**src/rtl/sd_pkg.sv**
```systemverilog
package sd_pkg;
   localparam int unsigned INSTR_W = 16;

   localparam logic [15:0] OPC_MEM_RD   = 16'h7000;
   localparam logic [15:0] OPC_MEM_WR   = 16'h7100;
   localparam logic [7:0]  OPC_PUSH_HI  = 8'h80;
   localparam logic [11:0] OPC_POP_HI   = 12'h900;
   localparam logic [3:0]  OPC_PUSHI_HI = 4'hA;

   typedef enum logic [2:0] {
      OPK_NONE  = 3'd0,
      OPK_RD    = 3'd1,
      OPK_WR    = 3'd2,
      OPK_PUSH  = 3'd3,
      OPK_POP   = 3'd4,
      OPK_PUSHI = 3'd5
   } op_kind_e;
endpackage

```
**src/rtl/sd_opclass.sv**
```systemverilog
module sd_opclass
   import sd_pkg::*;
(
   input  logic [INSTR_W-1:0] instr_i,
   output op_kind_e           kind_o
);
   logic src_nz, dst_nz;

   assign src_nz = |instr_i[7:4];
   assign dst_nz = |instr_i[3:0];

   always_comb begin
      kind_o = OPK_NONE;
      if (instr_i == OPC_MEM_RD)
         kind_o = OPK_RD;
      else if (instr_i == OPC_MEM_WR)
         kind_o = OPK_WR;
      else if (instr_i[15:8] == OPC_PUSH_HI && src_nz)
         kind_o = OPK_PUSH;
      else if (instr_i[15:4] == OPC_POP_HI && dst_nz)
         kind_o = OPK_POP;
      else if (instr_i[15:12] == OPC_PUSHI_HI)
         kind_o = OPK_PUSHI;
   end
endmodule

```
**src/rtl/sd_regfield.sv**
```systemverilog
module sd_regfield
   import sd_pkg::*;
#(
   parameter int unsigned REG_W  = 4,
   parameter int unsigned PC_REG = 1
) (
   input  op_kind_e         kind_i,
   input  logic [REG_W-1:0] src_fld_i,
   input  logic [REG_W-1:0] dst_fld_i,
   output logic             src_oe_o,
   output logic [REG_W-1:0] src_sel_o,
   output logic             dst_ld_o,
   output logic [REG_W-1:0] dst_sel_o,
   output logic             pc_hit_o
);
   localparam logic [REG_W-1:0] PC_NUM = REG_W'(PC_REG);

   always_comb begin
      src_oe_o  = (kind_i == OPK_PUSH);
      dst_ld_o  = (kind_i == OPK_POP);
      src_sel_o = src_oe_o ? src_fld_i : '0;
      dst_sel_o = dst_ld_o ? dst_fld_i : '0;
      pc_hit_o  = dst_ld_o && (dst_fld_i == PC_NUM);
   end
endmodule

```
**src/rtl/sd_immext.sv**
```systemverilog
module sd_immext #(
   parameter int unsigned IMM_W  = 8,
   parameter int unsigned DATA_W = 16
) (
   input  logic              en_i,
   input  logic [IMM_W-1:0]  fld_i,
   output logic [DATA_W-1:0] imm_o
);
   logic [IMM_W-1:0] gated;

   assign gated = en_i ? fld_i : '0;

   generate
      if (DATA_W == IMM_W) begin : g_same
         assign imm_o = gated;
      end else begin : g_pad
         assign imm_o = {{(DATA_W-IMM_W){1'b0}}, gated};
      end
   endgenerate
endmodule

```
**src/rtl/sd_stackmem_decode.sv**
```systemverilog
module sd_stackmem_decode
   import sd_pkg::*;
#(
   parameter int unsigned DATA_W  = 16,
   parameter int unsigned REG_W   = 4,
   parameter int unsigned IMM_W   = 8,
   parameter int unsigned IMM_LSB = 4,
   parameter int unsigned PC_REG  = 1
) (
   input  logic [INSTR_W-1:0] instr_i,
   output logic               rd_en_o,
   output logic               wr_en_o,
   output logic               push_o,
   output logic               pop_o,
   output logic               src_oe_o,
   output logic [REG_W-1:0]   src_sel_o,
   output logic               dst_ld_o,
   output logic [REG_W-1:0]   dst_sel_o,
   output logic               imm_en_o,
   output logic [DATA_W-1:0]  imm_o,
   output logic               pc_pop_o
);
   localparam int unsigned SRC_LSB = 4;
   localparam int unsigned DST_LSB = 0;
   localparam int unsigned PC_MAX  = (1 << REG_W) - 1;

   generate
      if (IMM_W > DATA_W) begin : g_bad_imm
         $error("IMM_W must not exceed DATA_W");
      end
      if (IMM_LSB + IMM_W > INSTR_W) begin : g_bad_imm_pos
         $error("immediate field leaves the instruction word");
      end
      if (REG_W != 4) begin : g_bad_reg
         $error("register fields are one nibble wide");
      end
      if (PC_REG == 0 || PC_REG > PC_MAX) begin : g_bad_pc
         $error("PC_REG must name a nonzero register");
      end
   endgenerate

   op_kind_e kind;

   sd_opclass u_class (
      .instr_i (instr_i),
      .kind_o  (kind)
   );

   always_comb begin
      rd_en_o  = (kind == OPK_RD);
      wr_en_o  = (kind == OPK_WR);
      push_o   = (kind == OPK_PUSH) || (kind == OPK_PUSHI);
      pop_o    = (kind == OPK_POP);
      imm_en_o = (kind == OPK_PUSHI);
   end

   sd_regfield #(.REG_W(REG_W), .PC_REG(PC_REG)) u_regs (
      .kind_i    (kind),
      .src_fld_i (instr_i[SRC_LSB +: REG_W]),
      .dst_fld_i (instr_i[DST_LSB +: REG_W]),
      .src_oe_o  (src_oe_o),
      .src_sel_o (src_sel_o),
      .dst_ld_o  (dst_ld_o),
      .dst_sel_o (dst_sel_o),
      .pc_hit_o  (pc_pop_o)
   );

   sd_immext #(.IMM_W(IMM_W), .DATA_W(DATA_W)) u_imm (
      .en_i  (imm_en_o),
      .fld_i (instr_i[IMM_LSB +: IMM_W]),
      .imm_o (imm_o)
   );
endmodule

```
**config.mk**
```make
export PLATFORM = sky130hd
export DESIGN_NAME = sd_stackmem_decode
export DESIGN_NICKNAME = d
export VERILOG_FILES = /design/src/rtl/sd_pkg.sv /design/src/rtl/sd_opclass.sv /design/src/rtl/sd_regfield.sv /design/src/rtl/sd_immext.sv /design/src/rtl/sd_stackmem_decode.sv
export SDC_FILE = /design/constraint.sdc
export NUM_CORES = 1
export LEC_CHECK = 0
export ABC_AREA = 0
export CAP_MARGIN = 10
export CORE_MARGIN = 3
export CORE_UTILIZATION = 29
export DETAILED_ROUTE_END_ITERATION = 10
export GPL_TIMING_DRIVEN = 0
export PLACE_DENSITY = 0.9
export SYNTH_ARGS = -nofsm -noshare
export SYNTH_HDL_FRONTEND = slang
export SYNTH_HIERARCHICAL = 1
export SYNTH_SLANG_ARGS = --single-unit
```
**constraint.sdc**
```tcl
create_clock -name vclk -period 6.2
set_clock_uncertainty 0.15 [all_clocks]
set_input_delay 0.62 -clock vclk [all_inputs]
set_output_delay 0.62 -clock vclk [all_outputs]
set_load 0.02 [all_outputs]
```
==> results.json <==
{
  "antenna_cells": 0,
  "final_hold_viol_count": 0,
  "die_area_sq_um": 1780,
  "cts_hold_buf": 0,
  "track_usage_pct": 14.5,
  "layout_worst_path_cycle_share_pct": 74.1,
  "buffer_ports.inserted": 40,
  "run_status": "complete, no violations",
  "die_y_um": 42.2,
  "maxSlewViolCount": 0,
  "std_cell_rows": 12,
  "post-dp-hpwl_mm": 1.20,
  "fin_crit_ns": 4.60,
  "nNetsFinal": 117,
  "commonest_non_fill_non_tap_cell_in_the_layout": "sky130_fd_sc_hd__clkdlybuf4s50_1",
  "average_wire_per_cell_in_the_routed_design_um": 11.6,
  "worst-endpoint-required_ns": 5.43,
  "crit_path_slowest_cell": "sky130_fd_sc_hd__a2111oi_2",
  "dieWidth_um": 42.2,
  "drc": 0,
  "grt_pass1_vias": 463,
  "nFlopsAndLatches": 0,
  "worstPathMaxFanout": 7,
  "finalSetupViolations": 0,
  "power.static_leakage_nw": 0.332,
  "startpoint_type": "primary input",
  "wire_length_of_the_first_global_routing_pass_mm": 2.18,
  "fill_cells": 99,
  "hold_path_class": "primary input to primary output",
  "worst_setup_path_end_kind": "primary output",
  "antenna_violations_before_repair": 0,
  "cts_resized": 0,
  "timing.slew.headroom_pct": 43.4,
  "tns_ns": 0,
  "pre_cts_slack_ns": 1.60,
  "crit_path_cell_trace": "clkdlybuf4s50_1 > nor4_1 > nand4_1 > a2111oi_2 > and3b_2 > and2_1 > clkdlybuf4s50_1",
  "grt_max_degree": 10,
  "rsz_0062_raised_after_global_routing": "no",
  "timing_worst_setup_path_type": "primary input to primary output",
  "hold-worst-slack_ns": 2.21,
  "critical_path_arrival_ns": 3.83,
  "netlist_area_sq_um": 379,
  "post_synth_inst_count": 52,
  "vias": 520,
  "place_congestion": 0.784,
  "timing.fmax_mhz": 218,
  "detail_route.wirelength_mm": 1.31,
  "layout.clock_buffers": 0,
  "max_slew.worst_pin.slew_ns": 0.847,
  "layout-drive-gt1-share_pct": 16.2,
  "detail-route-antenna-nets": 0,
  "synth.lib_cells_used.distinct": 21,
  "area_overhead_of_the_layout_relative_to_synthesis_pct": 117,
  "dominant_cell_type_by_count_on_the_critical_path": "sky130_fd_sc_hd__clkdlybuf4s50_1",
  "timing.final.ws_setup_ns": 1.60,
  "initial_core_util_pct": 32.4,
  "power_density_nw_per_um2": 36.7,
  "drt_iter0_drc": 10,
  "core-area_sq_um": 1170,
  "via_per_inst": 4.60,
  "hold_path_depth": 3,
  "design.portCount": 48,
  "yosys_warnings": 6,
  "layout_common_cells": "40 x sky130_fd_sc_hd__clkdlybuf4s50_1, 13 x sky130_fd_sc_hd__and2_1, 8 x sky130_fd_sc_hd__buf_4, 8 x sky130_fd_sc_hd__conb_1, 4 x sky130_fd_sc_hd__and2_2",
  "grt_remaining_overflow": 0,
  "post-route-cell-area_sq_um": 823,
  "drt_first_pass_iters": 4,
  "cts_setup_buffers": 0,
  "synthesis.area_per_instance_sq_um": 7.29,
  "max_incr_delay_on_cp_ns": 0.78,
  "cap_viol_max_count": 0,
  "synth_sequential_area_ratio_pct": 0,
  "ir_drop_mv": 0.0185,
  "regArea_sq_um": 0,
  "postPlaceCellArea_sq_um": 823
}
[Yosys cell counts]
master,instances,area (sq um)
sky130_fd_sc_hd__and3b_2,2,20.0
sky130_fd_sc_hd__a21oi_1,2,10.0
sky130_fd_sc_hd__nand4_1,2,12.5
sky130_fd_sc_hd__nand2b_1,2,12.5
sky130_fd_sc_hd__o21ai_0,1,5.00
sky130_fd_sc_hd__and2_1,13,81.3
sky130_fd_sc_hd__a2111oi_2,1,15.0
sky130_fd_sc_hd__nor3b_1,3,22.5
sky130_fd_sc_hd__or3b_1,1,8.76
sky130_fd_sc_hd__nand4b_1,1,8.76
sky130_fd_sc_hd__conb_1,1,3.75
sky130_fd_sc_hd__and4b_1,1,10.0
sky130_fd_sc_hd__or4_1,2,15.0
sky130_fd_sc_hd__xor2_1,1,8.76
sky130_fd_sc_hd__nor4_1,3,18.8
sky130_fd_sc_hd__nor3b_4,1,18.8
sky130_fd_sc_hd__and2_2,4,30.0
sky130_fd_sc_hd__and3_1,1,6.26
sky130_fd_sc_hd__buf_4,8,60.1
sky130_fd_sc_hd__nor2b_1,1,6.26
sky130_fd_sc_hd__nor3_1,1,5.00
[layout make-up]
cell class                 instances  area (sq um)  area share (%)
tap                               14          17.5            2.13
multi-input combinational         51           345            41.9
timing repair buffer              40           400            48.6
buffer                             8          60.1            7.29
[kinds of logic (layout without fill, tap and decap cells)]
group | after synthesis | in the layout | synth area share (%)
simple gates | 38 | 38 | 72.9
xor+xnor | 1 | 1 | 2.31
compound gates | 4 | 4 | 7.92
other cells | 1 | 8 | 0.989
buf+inv | 8 | 48 | 15.8
[routing by layer]
metal	track usage, %	vias up	share of wire [%]
met5	0	-	0
met4	0	0	0
met3	1.29	0	7.3
met2	32.7	23	58
met1	14.2	230	34
li1	-	267	-
[metrics by stage]
step,std cells,power (W),utilization [%]
global placement,113,0.0000292,70.3
detailed placement,113,0.0000300,70.3
floorplan,59,0.0000140,-
CTS,113,0.0000300,70.3
global route,113,0.0000326,70.3
finish,113,0.0000302,70.3
[final timing paths]
path        from           end
max   instr_i[5]  src_sel_o[3]
min   instr_i[0]      pc_pop_o
[critical path, delay by kind of cell]
kind / cells / cell delay [ns]
buffers and inverters: 2 / 1.07
and+or+nand+nor: 4 / 1.36
AOI/OAI and AO/OA: 1 / 0.78
[report_power, final]
part            total, W  switching, W  leakage [nW]  internal, W
Combinational  0.0000302     0.0000135         0.332    0.0000167
Sequential             0             0             0            0
Clock                  0             0             0            0
Note: power is estimated with default switching activity, not from simulation.
